<file path="config.mk">
export PLATFORM = sky130hd
export DESIGN_NAME = rns_to_bin_signed
export DESIGN_NICKNAME = d
export VERILOG_FILES = /design/src/rtl/rns2b_pkg.sv /design/src/rtl/rns2b_lane_lut.sv /design/src/rtl/rns2b_csa_tree.sv /design/src/rtl/rns2b_final.sv /design/src/rtl/rns_to_bin_signed.sv
export SDC_FILE = /design/constraint.sdc
export NUM_CORES = 1
export LEC_CHECK = 0
export BUFFER_PORTS_ARGS = -buffer_cell sky130_fd_sc_hd__buf_4
export CAP_MARGIN = 20
export CORE_ASPECT_RATIO = 1.25
export CORE_UTILIZATION = 65
export CTS_CLUSTER_SIZE = 24
export DETAILED_ROUTE_END_ITERATION = 12
export PLACE_DENSITY = 0.85
export SLEW_MARGIN = 20
export SYNTH_ARGS = -nofsm -noshare
export SYNTH_HDL_FRONTEND = slang
export SYNTH_HIERARCHICAL = 1
export SYNTH_SLANG_ARGS = --single-unit
</file>
<file path="constraint.sdc">
create_clock -name clk_i -period 10.1 [get_ports clk_i]
set_input_delay 1.01 -clock clk_i [delete_from_list [all_inputs] [get_ports clk_i]]
set_output_delay 1.01 -clock clk_i [all_outputs]
set_load 0.1 [all_outputs]
</file>
<file path="src/rtl/rns2b_pkg.sv">
`timescale 1ns/1ps
package rns2b_pkg;

  // Multiplicative inverse of a modulo m by search (small moduli only).
  function automatic int inv_mod(input int a, input int m);
    int r;
    r = 0;
    for (int t = 1; t < m; t++) begin
      if (((a % m) * t) % m == 1 && r == 0) r = t;
    end
    return r;
  endfunction

endpackage

</file>
<file path="src/rtl/rns2b_lane_lut.sv">
`timescale 1ns/1ps
module rns2b_lane_lut #(
  parameter int MOD     = 3,
  parameter int MHAT    = 280,
  parameter int MT      = 105,
  parameter int H       = 3,
  parameter int K       = 2,
  parameter int P       = 420,
  parameter bit IS_POW2 = 1'b0,
  parameter int RES_W   = 3,
  parameter int SUM_W   = 12
) (
  input  logic [RES_W-1:0]        res_i,
  output logic signed [SUM_W-1:0] term_o
);
  import rns2b_pkg::*;

  localparam int INV  = inv_mod(MHAT % MOD, MOD);
  localparam int PMOD = P % MOD;

  // Term scaled down by 2^H; exact for both lane kinds.
  function automatic int lut_term(input int e);
    int y;
    int c;
    y = (e + PMOD) % MOD;
    c = (INV * (1 << K) * y) % MOD;
    if (IS_POW2) return (MT * c - (1 << K) * y) / (1 << H);
    else         return (MHAT / (1 << H)) * c;
  endfunction

  always_comb begin
    term_o = '0;
    for (int e = 0; e < MOD; e++) begin
      if (res_i == RES_W'(e)) term_o = SUM_W'(lut_term(e));
    end
  end

endmodule

</file>
<file path="src/rtl/rns2b_csa_tree.sv">
`timescale 1ns/1ps
module rns2b_csa_tree #(
  parameter int NUM = 4,
  parameter int W   = 12
) (
  input  logic [NUM-1:0][W-1:0] in_i,
  output logic [W-1:0]          sum_o,
  output logic [W-1:0]          carry_o
);

  if (NUM == 1) begin : g_one
    assign sum_o   = in_i[0];
    assign carry_o = '0;
  end else if (NUM == 2) begin : g_two
    assign sum_o   = in_i[0];
    assign carry_o = in_i[1];
  end else begin : g_chain
    logic [W-1:0] s_q [1:NUM-1];
    logic [W-1:0] c_q [1:NUM-1];
    assign s_q[1] = in_i[0];
    assign c_q[1] = in_i[1];
    for (genvar j = 2; j < NUM; j++) begin : g_csa
      logic [W-1:0] maj;
      assign s_q[j] = s_q[j-1] ^ c_q[j-1] ^ in_i[j];
      assign maj    = (s_q[j-1] & c_q[j-1]) | (s_q[j-1] & in_i[j]) | (c_q[j-1] & in_i[j]);
      assign c_q[j] = {maj[W-2:0], 1'b0};
    end
    assign sum_o   = s_q[NUM-1];
    assign carry_o = c_q[NUM-1];
  end

endmodule

</file>
<file path="src/rtl/rns2b_final.sv">
`timescale 1ns/1ps
module rns2b_final #(
  parameter int MT    = 105,
  parameter int M     = 840,
  parameter int P     = 420,
  parameter int H     = 3,
  parameter int K     = 2,
  parameter int SUM_W = 12,
  parameter int OUT_W = 10
) (
  input  logic             clk_i,
  input  logic             rst_ni,
  input  logic             v_i,
  input  logic [SUM_W-1:0] sum_i,
  input  logic [SUM_W-1:0] carry_i,
  input  logic [H-1:0]     yl_i,
  output logic             valid_o,
  output logic [OUT_W-1:0] bin_o
);
  import rns2b_pkg::*;

  localparam int INV_MT = inv_mod(MT, 1 << K);
  localparam int XW     = SUM_W + H + 1;

  function automatic int mult_of(input int a);
    return ((a * INV_MT) % (1 << K)) * MT;
  endfunction

  logic signed [SUM_W-1:0] htil, mul, diff, eps;
  logic signed [XW-1:0]    xp, cand_pos, cand_neg;
  logic [OUT_W-1:0]        bin_d;

  assign htil = $signed(sum_i + carry_i);

  always_comb begin
    mul = '0;
    for (int a = 0; a < (1 << K); a++) begin
      if (htil[K-1:0] == K'(a)) mul = SUM_W'(mult_of(a));
    end
  end

  assign diff     = htil - mul;
  assign eps      = diff >>> K;
  assign xp       = (XW'(eps) <<< H) + $signed({{(XW-H){1'b0}}, yl_i});
  assign cand_pos = xp - XW'(P);
  assign cand_neg = xp + XW'(M - P);
  assign bin_d    = eps[SUM_W-1] ? OUT_W'(cand_neg) : OUT_W'(cand_pos);

  always_ff @(posedge clk_i or negedge rst_ni) begin
    if (!rst_ni) begin
      valid_o <= 1'b0;
      bin_o   <= '0;
    end else begin
      valid_o <= v_i;
      if (v_i) bin_o <= bin_d;
    end
  end

  // chosen multiple makes the sum divisible by 2^K
  p_low_clear_r2: assert property (@(posedge clk_i) disable iff (!rst_ni)
    v_i |-> (diff[K-1:0] == '0));
  // scaled upper part lies within one range step of its reduced value
  p_eps_range_r2: assert property (@(posedge clk_i) disable iff (!rst_ni)
    v_i |-> (int'(eps) >= -MT && int'(eps) < MT));
  // result inside the signed range
  p_in_range_r2: assert property (@(posedge clk_i) disable iff (!rst_ni)
    valid_o |-> (int'($signed(bin_o)) >= -P && int'($signed(bin_o)) < P));
  // no update without valid
  p_hold_r6: assert property (@(posedge clk_i) disable iff (!rst_ni)
    !v_i |=> $stable(bin_o));

endmodule

</file>
<file path="src/rtl/rns_to_bin_signed.sv">
`timescale 1ns/1ps
module rns_to_bin_signed #(
  parameter int                   N_MOD  = 4,
  parameter logic [N_MOD-1:0][7:0] MODULI = {8'd8, 8'd7, 8'd5, 8'd3},
  localparam int                  RES_W  = res_width(),
  localparam int                  OUT_W  = $clog2(prod_mod())
) (
  input  logic                         clk_i,
  input  logic                         rst_ni,
  input  logic                         valid_i,
  input  logic [N_MOD-1:0][RES_W-1:0]  res_i,
  output logic                         valid_o,
  output logic [OUT_W-1:0]             bin_o
);

  function automatic int prod_mod();
    int p;
    p = 1;
    for (int i = 0; i < N_MOD; i++) p = p * int'(MODULI[i]);
    return p;
  endfunction

  function automatic int res_width();
    int w;
    w = 1;
    for (int i = 0; i < N_MOD; i++) if ($clog2(int'(MODULI[i])) > w) w = $clog2(int'(MODULI[i]));
    return w;
  endfunction

  localparam int M     = prod_mod();
  localparam int P     = M / 2;
  localparam int H     = $clog2(int'(MODULI[N_MOD-1]));
  localparam int MT    = M >> H;
  localparam int K     = $clog2(N_MOD);
  localparam int SUM_W = $clog2(N_MOD * MT) + 3;
  localparam int PLOW  = P % (1 << H);

  logic [N_MOD-1:0][SUM_W-1:0] terms;
  logic [SUM_W-1:0]            sum_d, carry_d, sum_q, carry_q;
  logic [H-1:0]                yl_d, yl_q;
  logic                        v_q;

  for (genvar g = 0; g < N_MOD; g++) begin : g_lane
    localparam int MOD_G = int'(MODULI[g]);
    rns2b_lane_lut #(
      .MOD(MOD_G), .MHAT(M / MOD_G), .MT(MT), .H(H), .K(K), .P(P),
      .IS_POW2(g == N_MOD - 1), .RES_W(RES_W), .SUM_W(SUM_W)
    ) i_lut (
      .res_i (res_i[g]),
      .term_o(terms[g])
    );
  end

  rns2b_csa_tree #(.NUM(N_MOD), .W(SUM_W)) i_tree (
    .in_i   (terms),
    .sum_o  (sum_d),
    .carry_o(carry_d)
  );

  assign yl_d = res_i[N_MOD-1][H-1:0] + H'(PLOW);

  always_ff @(posedge clk_i or negedge rst_ni) begin
    if (!rst_ni) begin
      v_q     <= 1'b0;
      sum_q   <= '0;
      carry_q <= '0;
      yl_q    <= '0;
    end else begin
      v_q <= valid_i;
      if (valid_i) begin
        sum_q   <= sum_d;
        carry_q <= carry_d;
        yl_q    <= yl_d;
      end
    end
  end

  rns2b_final #(
    .MT(MT), .M(M), .P(P), .H(H), .K(K), .SUM_W(SUM_W), .OUT_W(OUT_W)
  ) i_final (
    .clk_i  (clk_i),
    .rst_ni (rst_ni),
    .v_i    (v_q),
    .sum_i  (sum_q),
    .carry_i(carry_q),
    .yl_i   (yl_q),
    .valid_o(valid_o),
    .bin_o  (bin_o)
  );

  p_latency_r1: assert property (@(posedge clk_i) disable iff (!rst_ni)
    valid_i |-> ##2 valid_o);
  p_idle_r1: assert property (@(posedge clk_i) disable iff (!rst_ni)
    !valid_i |-> ##2 !valid_o);
  p_low_bits_r3: assert property (@(posedge clk_i) disable iff (!rst_ni)
    valid_i |-> ##2 (bin_o[H-1:0] == $past(res_i[N_MOD-1][H-1:0], 2)));

endmodule

</file>
==> flow_metrics.env, run 1 <==
export IMPL_dieArea_um2=6060
export IMPL_synth_edff_count=0
export IMPL_final_cell_area_um2=3860
export IMPL_htree_num_levels=2
export IMPL_grt_remaining_overflow=0
export IMPL_cts_tree="built"
export IMPL_drt_wirelength_per_cell_um=15.9
export IMPL_finalCritPeriodShare_pct=48.8
export IMPL_cts_hold_buffers=0
export IMPL_async_flop_share_pct=100
export IMPL_hpwl_um=5160
export IMPL_final_nets=414
export IMPL_drive_gt1_share_pct=23.5
export IMPL_vias=2428
export IMPL_synthDistinctLibCells=59
export IMPL_min_period_ns=4.93
export IMPL_hold_viol_final=0
export IMPL_drt_first_pass_iters=4
export IMPL_crit_path_top_delay_cell="fa_1"
export IMPL_critPathRequiredTime_ns=10.29
export IMPL_num_io_pins=26
export IMPL_placement_io_buffers=25
export IMPL_finalSetupTns_ns=0
export IMPL_startpoint_type="flop"
export IMPL_fmax_mhz=203
export IMPL_routabilityCongestion=0.906
export IMPL_synth_ff_type="dfrtp_1"
export IMPL_cts_setup_buffers=0
export IMPL_finClkSkew_ns=0.00952
export IMPL_cts_buffer_depth=2
export IMPL_antenna_cells=0
export IMPL_critical_path_class="reg2reg"
export IMPL_synth_warning_count=6
export IMPL_worstMarginPinSlew_ns=1.01
export IMPL_clk_insertion_delay_late_ns=0.30
export IMPL_syn_inst=346
export IMPL_fin_util_pct=70.5
export IMPL_die_height_um=86.8
export IMPL_cts_made_buffers=5
export IMPL_ant_nets=0
export IMPL_avgSynthCellArea_um2=10.8
export IMPL_drc=0
export IMPL_core_um2=5480
export IMPL_grt_usage_pct=24.0
export IMPL_row_count=30
export IMPL_drt_iter0_drc=131
export IMPL_drv_cap=0
export IMPL_drt_wl_total_um=6650
export IMPL_cp_max_fo=7
export IMPL_initial_utilization_pct=68.2
export IMPL_path_cells="ha_1 -> fa_1 -> a211oi_1 -> o21bai_1 -> a21oi_1 -> o21bai_1 -> a21oi_1 -> xnor2_1 -> ha_1 -> nand2_1 -> nor2_1 -> a32oi_2 -> o211ai_1 -> o22ai_4 -> nand2_4 -> inv_4 -> xnor2_1 -> ha_1 -> o31ai_1 -> nand2_1 -> a31oi_1 -> xnor2_1 -> mux2_2"
export IMPL_ys_seq_elements=39
export IMPL_min_path_type="reg2reg"
export IMPL_clkTransAtPathRegs_ns=0.09
export IMPL_grt_setup_unrepaired="false"
export IMPL_cts_resized=0
export IMPL_yosysSeqAreaShare_pct=26.1
export IMPL_antenna_found_initial=0
export IMPL_dpl_cell_area_um2=3740
export IMPL_worstPathArrival_ns=5.12
export IMPL_cts_sinks=39
export IMPL_maxSlewViolCount=0
export IMPL_setup_viol=0
export IMPL_status="finished, final reports clean"
export IMPL_slew_headroom_pct=32.6
export IMPL_grt_max_degree=40
export IMPL_endpoint_kind="flop"
export IMPL_grt_pass1_vias=2493
export IMPL_area_delta_synth_final_pct=3.41
export IMPL_die_x_um=69.8
export IMPL_netlist_area_um2=3740
export IMPL_grt_pass1_wl_um=11400
export IMPL_slowest_delay_ns=0.45
export IMPL_cts_root_buffer="clkbuf_8"
export IMPL_via_per_inst=5.82
[kinds of logic (layout without fill, tap and decap cells)]
logic type	Yosys count	after routing	synth area share [%]
buffers and inverters	53	46	9.78
AO/OA/AOI/OAI	68	68	13.7
AND/OR/NAND/NOR	71	71	9.81
multiplexers	34	34	12.2
adder cells (fa/ha/maj)	47	47	20.2
flip-flops	39	39	26.1
other	4	18	0.402
XOR/XNOR	30	30	7.80
[worst max-delay path, delay by kind of cell, from the launching register on]
kind,cells,cell delay (ns)
compound gates,10,2.21
xor+xnor,3,0.25
fa+ha+maj,4,1.26
buf+inv,1,0.11
flops,1,0.39
mux,1,0.26
simple gates,4,0.34
[cells in the mapped netlist (2+ instances only)]
cell       instances  share of area, %
dfrtp_1           39                26
buf_4             31               6.2
nor2_1            29               2.9
ha_1              25               8.4
fa_1              22                12
xnor2_1           22               5.2
mux2_4            20               8.0
a21oi_1           16               2.1
mux2_2            13               3.9
nand2_1           13               1.3
inv_1             12               1.2
o211ai_1           8               1.6
o21ai_0            7              0.94
clkbuf_1           5              0.50
nand3_1            5              0.67
xor2_1             5               1.2
a211oi_1           4              0.80
conb_1             4              0.40
nand2b_1           4              0.67
nor3_1             4              0.54
o21bai_1           4              0.80
a31oi_1            3              0.50
o21a_1             3              0.60
o2bb2ai_1          3              0.70
o31ai_1            3              0.60
a31o_2             2              0.47
and2_1             2              0.33
buf_12             2               1.1
buf_6              2              0.60
nand4_1            2              0.33
o211a_1            2              0.54
o221ai_1           2              0.47
xor2_2             2              0.87
[per-stage QoR]
stage	cells	setup slack, ns	hold WS (ns)
finish	417	5.17	0.498
global route	417	4.74	0.526
CTS	417	5.20	0.503
detailed placement	409	5.30	0.481
global placement	409	5.42	0.474
floorplan	360	5.50	0.392
[registers in the layout, indices dropped and copies added, names as in the netlist]
name and count:
i_final/valid_o 1, sum_q 12, v_q 1, i_final/bin_o 10, yl_q 3, carry_q 12
[final timing paths]
| path | startpoint | end | slack [ns] | cells after the start |
|---|---|---|---|---|
| min in group asynchronous | rst_ni | i_final/bin_o[7]$_DFFE_PN0P_ | 0.67 | 1 |
| max in group asynchronous | rst_ni | sum_q[1]$_DFFE_PN0P_ | 9.08 | 1 |
| hold / removal | i_final/bin_o[2]$_DFFE_PN0P_ | i_final/bin_o[2]$_DFFE_PN0P_ | 0.50 | 2 |
| hold reg to reg | i_final/bin_o[2]$_DFFE_PN0P_ | i_final/bin_o[2]$_DFFE_PN0P_ | 0.50 | 2 |
| setup / recovery | carry_q[0]$_DFFE_PN0P_ | i_final/bin_o[8]$_DFFE_PN0P_ | 5.17 | 23 |
| setup reg to reg | carry_q[0]$_DFFE_PN0P_ | i_final/bin_o[8]$_DFFE_PN0P_ | 5.17 | 23 |
[cell type report]
cell class / instances / area (um^2)
clock buffer: 6 / 82.6
clock inverter: 2 / 38.8
timing repair buffer: 25 / 188
multi-input combinational: 268 / 2450
tap: 64 / 80.1
inverter: 13 / 51.3
sequential: 39 / 976
fill: 399 / 1620
[placed cells by master, fill, tap and decap left out, types with 2 or more instances in the layout]
cell type,instances
nor2_1,29
o2bb2ai_1,3
nand4_1,2
nand2_1,13
inv_1,12
a31o_2,2
o21a_1,3
ha_1,25
xnor2_1,22
clkbuf_8,6
nor3_1,4
mux2_2,13
dfrtp_1,39
o211a_1,2
a211oi_1,4
o31ai_1,3
xor2_1,5
conb_1,18
nand2b_1,4
nand3_1,5
and2_1,2
mux2_4,20
o21bai_1,4
o221ai_1,2
fa_1,22
a21oi_1,16
a31oi_1,3
o21ai_0,7
xor2_2,2
buf_4,25
o211ai_1,8
[metal layers]
layer,vias up,routed length [um],GRT usage [%]
met2,60,3470,43.3
met5,-,0,0
met1,1175,2790,28.1
met3,19,210,4.07
li1,1174,-,-
met4,0,180,10.4
Power of run 1 is left out: the tool's default activity adds up to more than one toggle a clock period on the data nets, which glitch-free logic cannot reach.
==> inputs of run 2 (changes only) <==
ABC_AREA = 1   (was default)
CORE_UTILIZATION = 57   (was 65)
PLACE_DENSITY = 0.79   (was 0.85)
clock period = 4.5 ns   (was 10.1 ns; I/O delays follow)
==> flow_metrics.env, run 2 <==
export IMPL_maxSlewViolCount=0
export IMPL_critPathRequiredTime_ns=4.70
export IMPL_vias=3065
export IMPL_clkTransAtPathRegs_ns=0.08
export IMPL_avgSynthCellArea_um2=7.66
export IMPL_yosysSeqAreaShare_pct=24.6
export IMPL_synth_area_leaders="dfrtp_1, nand2_1, fa_1"
export IMPL_worstPathArrival_ns=4.03
export IMPL_drt_wl_total_um=7090
export IMPL_cp_max_fo=6
export IMPL_synth_warning_count=6
export IMPL_htree_num_levels=2
export IMPL_reg2reg_depth=21
export IMPL_ant_nets=0
export IMPL_min_path_type="in2async"
export IMPL_startpoint_type="flop"
export IMPL_finalSetupTns_ns=0
export IMPL_yosys_top_cells_count="nand2_1, inv_1, dfrtp_1"
export IMPL_fmax_mhz=261
export IMPL_cts_setup_buffers=0
export IMPL_netlist_area_um2=3970
export IMPL_drt_first_pass_iters=4
export IMPL_antenna_cells=0
export IMPL_yosysMostFrequentCell="nand2_1"
export IMPL_antenna_found_initial=0
export IMPL_drc=0
export IMPL_grt_max_degree=40
export IMPL_min_period_ns=3.83
export IMPL_syn_inst=519
export IMPL_row_count=33
export IMPL_reg_top3="carry_q x12, sum_q x12, i_final/bin_o x10"
export IMPL_grt_pass1_wl_um=12700
export IMPL_layout_common_cells="nand2_1, inv_1, dfrtp_1, nand3_1, buf_4"
export IMPL_initial_utilization_pct=59.8
export IMPL_cts_buffer_depth=2
export IMPL_finClkSkew_ns=0.00499
export IMPL_grt_remaining_overflow=0
export IMPL_synth_top_cell_by_area="dfrtp_1"
export IMPL_synth_ff_type="dfrtp_1"
export IMPL_hold_viol_final=0
export IMPL_via_per_inst=4.98
export IMPL_async_flop_share_pct=100
export IMPL_core_um2=6650
export IMPL_cts_hold_buffers=0
export IMPL_cts_root_buffer="clkbuf_8"
export IMPL_routabilityCongestion=0.871
export IMPL_dieArea_um2=7310
export IMPL_setup_viol=0
export IMPL_status="finished, final reports clean"
export IMPL_fin_util_pct=62.1
export IMPL_drt_wirelength_per_cell_um=11.5
export IMPL_final_common_cell="nand2_1"
export IMPL_cts_sinks=39
export IMPL_endpoint_kind="flop"
export IMPL_cts_tree="built"
export IMPL_n_fill_cell=590
export IMPL_critical_path_class="reg2reg"
export IMPL_placement_io_buffers=25
export IMPL_drive_gt1_share_pct=16.8
export IMPL_die_x_um=76.7
export IMPL_synth_top_area_share_pct=24.6
export IMPL_area_delta_synth_final_pct=3.90
export IMPL_final_nets=590
export IMPL_num_io_pins=26
export IMPL_die_height_um=95.4
export IMPL_ys_seq_elements=39
export IMPL_grt_setup_unrepaired="false"
export IMPL_cts_made_buffers=5
export IMPL_drt_iter0_drc=66
export IMPL_hpwl_um=5900
export IMPL_synthDistinctLibCells=44
export IMPL_drv_cap=0
export IMPL_synth_edff_count=0
export IMPL_grt_pass1_vias=3026
export IMPL_clk_insertion_delay_late_ns=0.30
export IMPL_grt_usage_pct=21.6
export IMPL_finalCritPeriodShare_pct=85.1
export IMPL_cts_resized=0
run 2: area by class of cell:
class / instances / area, um^2 / share of cell area (%)
well taps: 87 / 109 / 2.64
clock inverters: 3 / 23.8 / 0.576
inverters: 70 / 273 / 6.61
multi-input cells: 386 / 2480 / 60.2
repair buffers: 26 / 195 / 4.73
clock buffers: 5 / 68.8 / 1.67
flip-flops and latches: 39 / 976 / 23.6
run 2: worst paths after layout:
kind | from | end | slack (ns)
max in group asynchronous | rst_ni | i_final/valid_o$_DFF_PN0_ | 4.06
max reg2reg | sum_q[0]$_DFFE_PN0P_ | i_final/bin_o[6]$_DFFE_PN0P_ | 0.67
min in group clk_i | res_i[9] | yl_q[0]$_DFFE_PN0P_ | 0.39
min | rst_ni | carry_q[5]$_DFFE_PN0P_ | 0.1
min reg2reg | carry_q[0]$_DFFE_PN0P_ | carry_q[0]$_DFFE_PN0P_ | 0.48
max | sum_q[0]$_DFFE_PN0P_ | i_final/bin_o[6]$_DFFE_PN0P_ | 0.67
run 2: cells by family after synthesis:
| kind of cell | Yosys count | synth area share (%) |
|---|---|---|
| DFF | 39 | 24.6 |
| AOI/OAI and AO/OA | 26 | 4.53 |
| xor gates and xnor gates | 15 | 3.68 |
| other | 4 | 0.378 |
| buffers and inverters | 108 | 14.3 |
| adders and majority gates | 47 | 19.0 |
| and+or+nand+nor | 280 | 33.6 |
run 2: critical path, stage by stage, from the launching register on:
cell and delay [ns]:
dfrtp_1 0.39, ha_1 0.23, fa_1 0.49, ha_1 0.30, inv_1 0.04, ha_1 0.32
inv_1 0.08, nor3_2 0.25, nand2_4 0.08, nand3_4 0.08, nand3_4 0.11, nand3_4 0.12
nand2_4 0.08, nand2_4 0.11, inv_1 0.08, ha_1 0.32, nand3_1 0.09, nand2_1 0.06
o21bai_1 0.16, or2_1 0.21, nand3_1 0.06, nand2_1 0.05
run 2: per-layer routing:
| layer | global-route usage [%] | routed length (um) | up-vias | share of wire (%) |
|---|---|---|---|---|
| met2 | 41.0 | 3750 | 48 | 53 |
| met1 | 24.7 | 3020 | 1419 | 43 |
| met4 | 8.49 | 176 | 0 | 2.5 |
| li1 | - | - | 1581 | - |
| met5 | 0 | 0 | - | 0 |
| met3 | 2.39 | 141 | 17 | 2.0 |
run 2: stage by stage:
stage                     setup slack [ns]  cell area (um^2)  hold WS, ns  std cells
after global placement               0.802              4040        0.434        608
final                                0.668              4130       0.0997        616
after global routing                 0.391              4130        0.140        616
after floorplan                      0.913              4030        0.154        533
after CTS                            0.645              4130        0.121        616
after detailed placement             0.680              4040        0.444        608
Power of run 2 is left out for the same reason.
==> inputs of run 3 (changes only) <==
CTS_CLUSTER_DIAMETER = 40   (was default)
REMOVE_ABC_BUFFERS = 1   (was default)
==> flow_metrics.env, run 3 (synthesized netlist as in run 2, its figures left out) <==
export IMPL_status="finished, final reports clean"
export IMPL_post_place_ws_ns=0.592
export IMPL_cts_hold_buffers=0
export IMPL_min_path_type="in2async"
export IMPL_wl_met3_um=103
export IMPL_finClkSkew_ns=0.00838
export IMPL_crit_path_top_delay_cell="fa_1"
export IMPL_drt_wl_total_um=7120
export IMPL_dieArea_um2=7310
export IMPL_startpoint_type="flop"
export IMPL_min_period_ns=3.93
export IMPL_cts_root_buffer="clkbuf_8"
export IMPL_cts_setup_buffers=0
export IMPL_grt_remaining_overflow=0
export IMPL_ant_nets=0
export IMPL_cts_resized=0
export IMPL_finalSetupTns_ns=0
export IMPL_slowest_delay_ns=0.57
export IMPL_worst_slack_ns=0.567
export IMPL_top_layer="met4"
export IMPL_cts_sinks=39
export IMPL_drt_first_pass_iters=5
export IMPL_drt_wirelength_per_cell_um=11.6
export IMPL_wl_met1_um=3030
export IMPL_grt_usage_pct=21.1
export IMPL_placement_io_buffers=25
export IMPL_critPathRequiredTime_ns=4.69
export IMPL_hpwl_um=5940
export IMPL_clkTransAtPathRegs_ns=0.09
export IMPL_row_count=33
export IMPL_area_delta_synth_final_pct=3.90
export IMPL_drive_gt1_share_pct=16.8
export IMPL_final_common_cell="nand2_1"
export IMPL_setup_viol=0
export IMPL_path_cells="ha_1 -> fa_1 -> ha_1 -> nor2_1 -> ha_1 -> nand2_1 -> nor3_2 -> nand2_4 -> nand3_4 -> nand3_4 -> nand3_4 -> nand2_4 -> nand2_4 -> inv_1 -> ha_1 -> nand3_1 -> nand2_1 -> o21bai_1 -> or2_1 -> nand3_1 -> nand2_1"
export IMPL_cp_max_fo=6
export IMPL_crit_family="adder cells"
export IMPL_via_per_inst=4.97
export IMPL_num_io_pins=26
export IMPL_path_buf_inv=1
export IMPL_fin_util_pct=62.1
export IMPL_antenna_cells=0
export IMPL_finalCritPeriodShare_pct=87.4
export IMPL_drc=0
export IMPL_routabilityCongestion=0.889
export IMPL_initial_utilization_pct=59.8
export IMPL_final_nets=590
export IMPL_maxSlewViolCount=0
export IMPL_grt_max_degree=40
export IMPL_drv_cap=0
export IMPL_drt_iter0_drc=81
export IMPL_fmax_mhz=254
export IMPL_cts_made_buffers=5
export IMPL_grt_pass1_vias=2955
export IMPL_die_x_um=76.7
export IMPL_antenna_found_initial=0
export IMPL_n_fill_cell=587
export IMPL_clk_insertion_delay_late_ns=0.30
export IMPL_cts_buffer_depth=2
export IMPL_layout_common_cells="nand2_1, inv_1, dfrtp_1, nand3_1, buf_4"
export IMPL_route_met2_wl_um=3860
export IMPL_core_um2=6650
export IMPL_worstPathArrival_ns=4.13
export IMPL_vias=3064
export IMPL_critical_path_class="reg2reg"
export IMPL_cts_tree="built"
export IMPL_grt_setup_unrepaired="false"
export IMPL_path_common_cell="ha_1"
export IMPL_grt_pass1_wl_um=12300
export IMPL_htree_num_levels=2
export IMPL_endpoint_kind="flop"
export IMPL_hold_viol_final=0
export IMPL_die_height_um=95.4
export IMPL_reg_top3="carry_q x12, sum_q x12, i_final/bin_o x10"
[run 3: cell counts in the layout (fill, tap and decap cells not counted)]
Identical to the previous run, type by type.
[run 3: layout make-up]
type | instances | area (um^2) | area share, %
inverter | 70 | 273 | 6.61
timing repair buffer | 26 | 195 | 4.73
tap | 87 | 109 | 2.64
sequential | 39 | 976 | 23.6
clock inverter | 3 | 23.8 | 0.576
clock buffer | 5 | 68.8 | 1.67
multi-input combinational | 386 | 2480 | 60.2
[run 3: worst paths after layout]
| check | start | depth (start not counted) | slack [ns] | to |
|---|---|---|---|---|
| max in group asynchronous | rst_ni | 1 | 4.04 | sum_q[9]$_DFFE_PN0P_ |
| min reg2reg | i_final/bin_o[1]$_DFFE_PN0P_ | 2 | 0.48 | i_final/bin_o[1]$_DFFE_PN0P_ |
| max | sum_q[0]$_DFFE_PN0P_ | 21 | 0.57 | i_final/bin_o[6]$_DFFE_PN0P_ |
| min in group clk_i | res_i[9] | 3 | 0.37 | yl_q[0]$_DFFE_PN0P_ |
| max reg2reg | sum_q[0]$_DFFE_PN0P_ | 21 | 0.57 | i_final/bin_o[6]$_DFFE_PN0P_ |
| min | rst_ni | 1 | 0.11 | i_final/bin_o[4]$_DFFE_PN0P_ |
[run 3: stage by stage]
step | instance area, um^2 | hold WS (ns) | std cells
6_report | 4130 | 0.107 | 616
5_1_grt | 4130 | 0.136 | 616
3_5_place_dp | 4040 | 0.443 | 608
3_3_place_gp | 4040 | 0.437 | 608
4_1_cts | 4130 | 0.114 | 616
2_1_floorplan | 3730 | 0.154 | 495
[run 3: routing by layer]
metal | track usage (%) | up-vias
met5 | 0 | -
met4 | 8.17 | 0
met3 | 1.15 | 10
met2 | 41.4 | 43
met1 | 23.8 | 1440
li1 | - | 1571
Power of run 3 is left out for the same reason.
